<file path="src/rtl/nvm_ctl_pkg.sv">
package nvm_ctl_pkg;
  localparam int REG_W = 8;

  // Field order is the bit order software sees (MSB first).
  typedef struct packed {
    logic sel_prog;
    logic sel_cfg;
    logic unused;
    logic erase_en;
    logic err;
    logic wren;
    logic wr_go;
    logic rd_go;
  } nvm_ctl_t;
endpackage

</file>
<file path="src/rtl/nvm_rst_sync.sv">
module nvm_rst_sync #(
  parameter int STAGES = 2
) (
  input  logic clk,
  input  logic rst_n,
  output logic rst_sync_n
);
  logic [STAGES-1:0] chain_q;
  logic [STAGES-1:0] chain_d;

  always_comb begin
    chain_d = {chain_q[STAGES-2:0], 1'b1};
  end

  always_ff @(posedge clk or negedge rst_n) begin
    if (!rst_n) chain_q <= '0;
    else        chain_q <= chain_d;
  end

  assign rst_sync_n = chain_q[STAGES-1];
endmodule

</file>
<file path="src/rtl/nvm_ctl_decode.sv">
module nvm_ctl_decode
  import nvm_ctl_pkg::*;
(
  input  logic     cpu_we,
  input  nvm_ctl_t wr_fields,
  input  nvm_ctl_t cur,
  output logic     tgt_we,
  output logic     go_ok,
  output logic     go_bad,
  output logic     rd_ok
);
  logic go_req;
  logic rd_req;

  always_comb begin
    go_req = cpu_we && wr_fields.wr_go && !cur.wr_go;
    rd_req = cpu_we && wr_fields.rd_go;
    tgt_we = cpu_we && !cur.wr_go;
    go_ok  = go_req && cur.wren;
    go_bad = go_req && !cur.wren;
    rd_ok  = rd_req && !cur.sel_prog && !cur.sel_cfg;
  end
endmodule

</file>
<file path="src/rtl/nvm_ctl_state.sv">
module nvm_ctl_state
  import nvm_ctl_pkg::*;
(
  input  logic     clk,
  input  logic     rst_n,
  input  logic     cpu_we,
  input  nvm_ctl_t wr_fields,
  input  logic     tgt_we,
  input  logic     go_ok,
  input  logic     go_bad,
  input  logic     rd_ok,
  input  logic     eng_done,
  input  logic     eng_abort,
  output nvm_ctl_t cur,
  output logic     start_q
);
  nvm_ctl_t nxt;
  logic     start_d;
  logic     upd_en;

  always_comb begin
    nxt        = cur;
    nxt.unused = 1'b0;
    nxt.rd_go  = rd_ok;
    if (cpu_we) begin
      nxt.wren = wr_fields.wren;
      nxt.err  = wr_fields.err;
    end
    if (tgt_we) begin
      nxt.sel_prog = wr_fields.sel_prog;
      nxt.sel_cfg  = wr_fields.sel_cfg;
      nxt.erase_en = wr_fields.erase_en;
    end
    if (go_ok)  nxt.wr_go = 1'b1;
    if (go_bad) nxt.err   = 1'b1;
    if (cur.wr_go && eng_abort) begin
      nxt.wr_go    = 1'b0;
      nxt.erase_en = 1'b0;
      nxt.err      = 1'b1;
    end else if (cur.wr_go && eng_done) begin
      nxt.wr_go    = 1'b0;
      nxt.erase_en = 1'b0;
      nxt.err      = 1'b0;
    end
    start_d = go_ok;
    upd_en  = cpu_we || cur.rd_go || start_q || (cur.wr_go && (eng_done || eng_abort));
  end

  always_ff @(posedge clk or negedge rst_n) begin
    if (!rst_n) begin
      cur     <= '0;
      start_q <= 1'b0;
    end else if (upd_en) begin
      cur     <= nxt;
      start_q <= start_d;
    end
  end
endmodule

</file>
<file path="src/rtl/nvm_ctl_reg.sv">
module nvm_ctl_reg
  import nvm_ctl_pkg::*;
#(
  parameter int SYNC_STAGES = 2
) (
  input  logic             clk,
  input  logic             rst_n,
  input  logic             cpu_we,
  input  logic [REG_W-1:0] cpu_wdata,
  output logic [REG_W-1:0] cpu_rdata,
  output logic             sel_prog,
  output logic             sel_cfg,
  output logic             rd_strobe,
  output logic             op_start,
  output logic             op_erase,
  input  logic             eng_done,
  input  logic             eng_abort
);
  logic     rst_int_n;
  nvm_ctl_t wr_fields;
  nvm_ctl_t cur;
  logic     tgt_we;
  logic     go_ok;
  logic     go_bad;
  logic     rd_ok;

  assign wr_fields = nvm_ctl_t'(cpu_wdata);

  nvm_rst_sync #(.STAGES(SYNC_STAGES)) i_rst_sync (
    .clk        (clk),
    .rst_n      (rst_n),
    .rst_sync_n (rst_int_n)
  );

  nvm_ctl_decode i_decode (
    .cpu_we    (cpu_we),
    .wr_fields (wr_fields),
    .cur       (cur),
    .tgt_we    (tgt_we),
    .go_ok     (go_ok),
    .go_bad    (go_bad),
    .rd_ok     (rd_ok)
  );

  nvm_ctl_state i_state (
    .clk       (clk),
    .rst_n     (rst_int_n),
    .cpu_we    (cpu_we),
    .wr_fields (wr_fields),
    .tgt_we    (tgt_we),
    .go_ok     (go_ok),
    .go_bad    (go_bad),
    .rd_ok     (rd_ok),
    .eng_done  (eng_done),
    .eng_abort (eng_abort),
    .cur       (cur),
    .start_q   (op_start)
  );

  assign cpu_rdata = REG_W'(cur);
  assign sel_prog  = cur.sel_prog;
  assign sel_cfg   = cur.sel_cfg;
  assign rd_strobe = cur.rd_go;
  assign op_erase  = cur.wr_go && cur.erase_en;
endmodule

</file>
<file path="config.mk">
export PLATFORM = sky130hd
export DESIGN_NAME = nvm_ctl_reg
export DESIGN_NICKNAME = d
export VERILOG_FILES = /design/src/rtl/nvm_ctl_pkg.sv /design/src/rtl/nvm_rst_sync.sv /design/src/rtl/nvm_ctl_decode.sv /design/src/rtl/nvm_ctl_state.sv /design/src/rtl/nvm_ctl_reg.sv
export SDC_FILE = /design/constraint.sdc
export NUM_CORES = 1
export LEC_CHECK = 0
export ABC_AREA = 1
export BUFFER_PORTS_ARGS = -buffer_cell sky130_fd_sc_hd__clkbuf_2
export CORE_AREA = 5 5 42 44
export DETAILED_ROUTE_END_ITERATION = 12
export DIE_AREA = 0 0 47 49
export PLACE_DENSITY = 0.76
export REMOVE_ABC_BUFFERS = 1
export SYNTH_ARGS = -nofsm -noshare
export SYNTH_HDL_FRONTEND = slang
export SYNTH_SLANG_ARGS = --single-unit
</file>
<file path="constraint.sdc">
create_clock -name clk -period 0.8 [get_ports clk]
set_input_delay 0 -clock clk [delete_from_list [all_inputs] [get_ports clk]]
set_output_delay 0 -clock clk [all_outputs]
set_load 0.05 [all_outputs]
</file>
# After elaboration in Yosys (flattened, before gate mapping)
# Cells that the tools add are included.
totals:
  register_bits: 10
  inputBits: 13
  out_inout_bits: 13
  word_cells: 45
classes:
  n_mux: 8
  n_reduce_logical: 28
ops:
  columns: ["op", "n"]
  rows:
  - ["1-bit logical AND", 12]
  - ["2-bit AND reduction", 5]
  - ["2-bit 2-to-1 mux", 3]
  - ["3-bit nonzero test", 2]
  - ["1-bit 2-to-1 mux", 5]
  - ["1-bit logical NOT", 4]
  - ["1-bit logical OR", 4]
  - ["4-bit nonzero test", 1]

# Longest topological paths before layout
# Gate-level depths: netlist (run 1).
depth:
  ltp_word: 6
  ltp_mapped: 7
  mapped_depth_nobuf: 6

# Cells and area by module
# A second synthesis (run 1) with hierarchy kept.
hier_totals:
  cells_unflattened: 76
  area_unflattened_um2: 566.8
modules_own_cells:
  columns: ["module", "n_inst", "cells_each", "area_per_inst_um2", "seq_area_each_um2"]
  rows:
  - ["nvm_ctl_state", 1, 59, 441.7, 200.2]
  - ["nvm_rst_sync", 1, 3, 53.8, 50.0]
  - ["nvm_ctl_decode", 1, 9, 41.3, 0.0]
  - ["nvm_ctl_reg", 1, 5, 30.0, 0.0]

# Least setup slack after synthesis (run 1)
# No wires, ideal clock.
synth_path:
  path_type: "flip-flop to flip-flop"
  startpoint: "register, netlist name i_state.cur[1]"
  endpoint: "register, netlist name i_state.cur[3]"
  setup_ns: 0.126
  t_arrival_ns: 1.095
  t_required_ns: 0.674
  slack_ns: -0.421
  path_stages_with_launch: 4
  path_buffers: 0
  synth_period_minus_slack_ns: 1.221
  cell_sequence: "dfrtp_1 > o21ai_1 > nand3b_1 > nand3_1"
synth_between:
  elab_chain_len: 6
  elab_cells_between_ends: 12
  classes_between: "mux: 3; reduce/logical: 9"
synth_lines:
  columns: ["element", "line_no", "source"]
  rows:
  - ["1-bit logical NOT", "nvm_ctl_decode.sv:16", "go_req = cpu_we && wr_fields.wr_go && !cur.wr_go;"]
  - ["1-bit logical AND", "nvm_ctl_decode.sv:16", null]
  - ["1-bit logical AND", "nvm_ctl_decode.sv:20", "go_bad = go_req && !cur.wren;"]
  - ["1-bit 2-to-1 mux", "nvm_ctl_state.sv:35", "if (go_bad) nxt.err = 1'b1;"]
  - ["2-bit 2-to-1 mux", "nvm_ctl_state.sv:40", "end else if (cur.wr_go && eng_done) begin"]
  - ["2-bit 2-to-1 mux", "nvm_ctl_state.sv:36", "if (cur.wr_go && eng_abort) begin"]
# Several ways; a longest one is shown, not always the timed one.
# A chain may end at the register's enable or synchronous reset.

# Worst setup path in the final report (run 1)
layout_path:
  startpoint: "register, netlist name i_state.cur[1]"
  endpoint: "output op_erase"
layout_between:
  elab_chain_len: 1
layout_lines:
  columns: ["element", "line_no", "source"]
  rows:
  - ["1-bit logical AND", "nvm_ctl_reg.sv:64", "assign op_erase = cur.wr_go && cur.erase_en;"]
  - ["end, declared", "nvm_ctl_reg.sv:15", "output logic op_erase,"]
# No other way between the ends.

==> results.yml, run 1 <==
synthesis:
  synth_cells: 50
  ys_types: 17
  ys_ff_latch: 10
  yosys_warnings: 0
  synth-seq-area-share_pct: 55.56
  avgSynthCellArea_um2: 9.009
  synth_area_um2: 450.4
job:
  drv_cap: 0
timing:
  finalHoldViolations: 0
  clock.fmax_mhz: 1033
  setup_viol: 18
  rsz0062_at_grt: "true"
  period_share_pct: 121.0
  period_needed_ns: 0.9677
  clock_skew_ns: 0.001398
  slew_viol_final: 0
  fin_ws_ns: -0.1677
layout:
  area_growth_pct: 90.56
  postLayoutCoreUtil_pct: 61.25
  nNetsFinal: 99
  num_antenna_cells: 0
  drive_above_1_share_pct: 54.12
  fillers: 110
  stdcell_area_um2: 858.3
  instances_no_fill: 101
setup_path:
  cp.required_ns: 0.80
  cp_slowest_cell: "dfrtp_2"
  worstPathMaxFanout: 4
  r2r-start: "i_state.cur[1]"
  cp_cell_sequence: "nand2_1 > inv_2 > buf_8"
  cp_slowest_stage_delay_ns: 0.45
  end_kind: "primary output"
  critPathKind: "reg2out"
  startpoint_type: "flop"
  worstSetupStartpoint: "i_state.cur[1]"
  crit_arrival_ns: 0.97
placement:
  portBuffers: 23
  dp_cells: 84
  dp_slack_ns: -0.1672
  gp_congestion: 0.7815
  hpwl_um: 755.5
  dpl_cell_area_um2: 544.3
power:
  swShare_pct: 44.71
  power.internal_mw: 1.764
  ir_worst_vdd_v: 0.002009
  p_seq_share_pct: 25.9
  power_mw: 3.190
  power_density_nw_per_um2: 3717
  p_sw_mw: 1.426
  p_clk_share_pct: 13.7
  combinationalPowerShare_pct: 60.4
  leakagePower_nw: 0.4411
routing:
  routed_wl_um: 1111
  route.detailed.drc: 0
  post_drt_wl_per_cell_um: 11.00
  vias_per_cell: 4.366
  drtIter0Drc: 4
  vias: 441
  drtAntennaViolNets: 0
  dr.pass1.iters: 2
grt:
  antenna_found_initial: 0
  overflow: 0
  grt_pass1_wl_um: 1911
  grt_max_degree: 11
  grt_pass1_vias: 444
  grt_use_total_pct: 11.59
floorplanning:
  die_y_um: 49
  core_area_um2: 1401
  io_pins: 26
  die_area_um2: 2303
  start_util_pct: 32.14
  rows: 14
  die_w_um: 47
min_path:
  hold_path_startpoint: "eng_abort"
  min_path_type: "in2reg"
clocking:
  cts_tree: "built"
  clk_path_buf_depth: 2
  clockRootBuffer: "clkbuf_4"
  cts_max_level: 1
  path_clk_slew_ns: 0.06
  clkSinkCount: 10
  cts_made_buffers: 3
  insertion_delay_ns: 0.26
outcome:
  status: "finished, violations left"
  violations: "setup timing"
==> critical path, delay by kind of cell, from the launching register on <==
family                 cells  cell delay, ns
buffers and inverters      2            0.18
flip-flops                 1            0.45
AND/OR/NAND/NOR            1            0.09
==> cell usage in the layout (no fill, tap or decap), drive strengths merged <==
master       synthesis  layout
buf                  5      18
nand2               16      16
clkbuf               0      16
dfrtp               10      10
dlygate4sd3          0       6
inv                  5       5
o21ai                4       4
nand3                3       3
conb                 2       2
nor2                 2       2
nor3                 1       1
nand3b               1       1
a21oi                1       1
==> cell usage after synthesis (all sizes together) <==
cell    number  area share, %
conb         2            1.7
inv          5            4.2
nor2         2            2.2
o21ai        4            4.4
nand3b       1            1.7
nand3        3            3.3
a21oi        1            1.1
dfrtp       10             56
buf          5            9.2
nor3         1            1.1
nand2       16             16
==> power groups by stage <==
stage	clock (mW)	combinational, mW	sequential, mW
6_report	0.438	1.93	0.827
5_1_grt	0.491	2.02	0.851
4_1_cts	0.454	1.75	0.777
3_5_place_dp	0	1.17	0.789
3_3_place_gp	0	1.16	0.778
2_1_floorplan	0	0.283	1.38
==> metal layers <==
| layer | up-vias | part of all wire, % | track usage, % |
|---|---|---|---|
| li1 | 216 | - | - |
| met1 | 206 | 34 | 14.55 |
| met2 | 17 | 55 | 17.65 |
| met3 | 2 | 9.3 | 6.642 |
| met4 | 0 | 1.3 | 1.382 |
| met5 | - | 0 | 0 |
==> flip-flops by register name, indices dropped and copies added (netlist names) <==
register and flops:
i_state.cur 7, i_state.start_q 1, i_rst_sync.chain_q 2
==> what timing repair did <==
item | 4_1_cts | 5_1_grt
hold buffers | 6 | 0
setup endpoints to repair | 18 | 19
hold endpoints to repair | 7 | 0
setup buffers | 5 | 2
pin swaps | 3 | 3
gates resized for setup | 28 | 18
==> per-stage QoR <==
step                      setup TNS, ns  hold WS [ns]
after floorplan                  -3.654       -0.2956
after global placement          -0.3996       -0.2139
after detailed placement        -0.6790       -0.2104
final                            -1.340       0.02837
after CTS                        -1.325       0.03223
after global routing             -2.185       0.05048
==> path summary, 6_finish.rpt <==
| check | to | slack (ns) | cells past startpoint |
|---|---|---|---|
| worst min register to register | i_state.cur[0] | 0.13 | 0 |
| worst max-delay path | op_erase | -0.17 | 3 |
| worst max register to register | i_state.cur[1] | -0.17 | 6 |
| worst min-delay path | i_state.cur[3] | 0.03 | 3 |
| min in group asynchronous | i_rst_sync.chain_q[1] | 0.06 | 2 |
| max in group asynchronous | i_state.cur[7] | 0.42 | 0 |
==> final cells by class <==
cell class / instances / area [um^2] / share of cell area (%)
clock buffers: 4 / 36.28 / 4.227
well taps: 16 / 20.02 / 2.332
multi-input cells: 30 / 172.7 / 20.12
repair buffers: 36 / 356.6 / 41.55
flip-flops and latches: 10 / 254.0 / 29.59
inverters: 5 / 18.77 / 2.187
==> logic make-up (layout without fill, tap and decap cells) <==
group / after synthesis / in the layout / share of synthesized area (%)
AOI/OAI and AO/OA: 5 / 5 / 5.552
buffers and inverters: 10 / 45 / 13.33
DFF: 10 / 10 / 55.56
other: 2 / 2 / 1.667
and+or+nand+nor: 23 / 23 / 23.89
(Power assumes the default switching activity.)
==> run 2, diff against run 1 <==
==> constraint.sdc (replaced) <==
create_clock -name clk -period 0.8 [get_ports clk]
set_input_delay 0.04 -clock clk [delete_from_list [all_inputs] [get_ports clk]]
set_output_delay 0.04 -clock clk [all_outputs]
set_load 0.05 [all_outputs]
==> run 2 against run 1 <==
  * The flow still finishes with violations (setup timing)
  * Flip-flop and latch count unchanged
  * Clock power up 3%
  * Global-route usage down 0.22 points
  * Core utilization shrank 1.3 points
  * Critical path type unchanged
  * Critical endpoint is now cpu_rdata[1]
  * Largest power group unchanged
==> results.yml, run 2 (synthesized netlist as in run 1, its figures left out) <==
outcome:
  status: "finished, violations left"
  violations: "setup timing"
setup_path:
  startpoint_type: "flop"
  crit_arrival_ns: 0.97
  cp_slowest_stage_delay_ns: 0.44
  cp_cell_sequence: "buf_6 > buf_12"
  worstPathMaxFanout: 4
  r2r_slack_ns: -0.19
  cp.required_ns: 0.76
  end_kind: "primary output"
  timing.rr.end: "i_state.cur[4]"
  reg2reg_depth: 5
  critPathKind: "reg2out"
  r2r-start: "i_state.cur[1]"
  cp_slowest_cell: "dfrtp_2"
min_path:
  min_to: "i_state.cur[4]"
  hold_depth: 3
  min_path_type: "in2reg"
  hold_path_startpoint: "cpu_wdata[4]"
layout:
  num_antenna_cells: 0
  fillers: 122
  area_growth_pct: 86.67
  largest_register_ffs: 7
  postLayoutCoreUtil_pct: 60.00
  largestRegisters: "i_state.cur (7), i_rst_sync.chain_q (2), i_state.start_q (1)"
  layout.cells.most_common_list: "nand2_1 (11), clkbuf_2 (11), buf_8 (10)"
  regMostFlops: "i_state.cur"
  drive_above_1_share_pct: 59.76
  nNetsFinal: 96
clocking:
  cts_tree: "built"
  cts_made_buffers: 3
  insertion_delay_ns: 0.27
  path_clk_slew_ns: 0.07
  clockRootBuffer: "clkbuf_4"
  cts_max_level: 1
  clk_path_buf_depth: 2
  clkSinkCount: 10
routing:
  vias_per_cell: 4.418
  drtIter0Drc: 5
  drtAntennaViolNets: 0
  vias: 433
  post_drt_wl_per_cell_um: 11.79
  dr.pass1.iters: 3
  routed_wl_um: 1155
  route.detailed.drc: 0
placement:
  dp_slack_ns: -0.1515
  hpwl_um: 736.2
  portBuffers: 23
  gp_congestion: 0.7899
timing:
  setup_viol: 19
  rsz0062_at_grt: "true"
  clock.fmax_mhz: 987.8
  finalHoldViolations: 0
  period_share_pct: 126.5
  clock_skew_ns: 0.005648
  fin_ws_ns: -0.2123
  slew_viol_final: 0
  period_needed_ns: 1.012
  hold-worst-slack_ns: 0.006090
  setup_tns_ns: -2.278
grt:
  grt_use_total_pct: 11.37
  overflow: 0
  grt_max_degree: 11
  grt_pass1_vias: 413
  grt_pass1_wl_um: 1773
  grtUsageMet2_pct: 16.06
  grt_busiest_layer: "met2"
  use_met3_pct: 7.749
  use_met1_pct: 12.21
  antenna_found_initial: 0
floorplanning:
  die_y_um: 49
  io_pins: 26
  start_util_pct: 32.14
  core_area_um2: 1401
  die_w_um: 47
  die_area_um2: 2303
  rows: 14
power:
  power_density_nw_per_um2: 3906
  leakagePower_nw: 0.4329
  ir_worst_vdd_v: 0.001728
job:
  drv_cap: 0
run 2: cell types whose count changed in the layout (fill, tap and decap cells not counted), sizes merged:
cell / delta
clkbuf: -1
dlygate4sd3: -3
buf: +1
run 2: routing by layer:
metal | routed length [um] | up-vias | share of wire (%)
met4 | 24 | 0 | 2.1
met2 | 631 | 17 | 55
li1 | - | 213 | -
met5 | 0 | - | 0
met1 | 388 | 198 | 34
met3 | 111 | 5 | 9.6
run 2: worst max path at each step:
| stage | depth (start not counted) | slack, ns | endpoint | startpoint |
|---|---|---|---|---|
| floorplan | 3 | -0.42 | i_state.cur[3] | i_state.cur[1] |
| global placement | 5 | -0.11 | i_state.cur[1] | i_state.cur[1] |
| detailed placement | 5 | -0.15 | i_state.cur[1] | i_state.cur[1] |
| CTS | 3 | -0.22 | op_erase | i_state.cur[1] |
| global route | 2 | -0.25 | cpu_rdata[1] | i_state.cur[1] |
| finish | 2 | -0.21 | cpu_rdata[1] | i_state.cur[1] |
run 2: timing repair:
item	4_1_cts	5_1_grt
endpoints found under the setup margin	18	19
hold buffers	3	0
buffers inserted	4	2
gates resized for setup	25	26
endpoints found under the hold margin	4	0
pin swaps	0	3
run 2: power breakdown:
| group | switching (mW) | internal, mW |
|---|---|---|
| combinational | 1.12 | 0.887 |
| sequential | 0.177 | 0.649 |
| clock | 0.175 | 0.277 |
run 2: critical path: cells and delay by family (launching register included):
family	cells	cell delay (ns)
flops	1	0.44
buf+inv	2	0.26
run 2: final cells by class:
cell class / instances / area, um^2 / area share, %
inverter: 5 / 21.27 / 2.530
timing repair buffer: 33 / 337.8 / 40.18
sequential: 10 / 254.0 / 30.21
clock buffer: 4 / 36.28 / 4.315
tap: 16 / 20.02 / 2.381
multi-input combinational: 30 / 171.4 / 20.39
run 2: metrics by stage:
| step | cell area (um^2) | power (mW) | instances |
|---|---|---|---|
| floorplan | 409.1 | 1.659 | 45 |
| global placement | 566.8 | 2.059 | 85 |
| detailed placement | 566.8 | 2.076 | 85 |
| CTS | 767.0 | 2.955 | 96 |
| global route | 840.8 | 3.447 | 98 |
| finish | 840.8 | 3.284 | 98 |
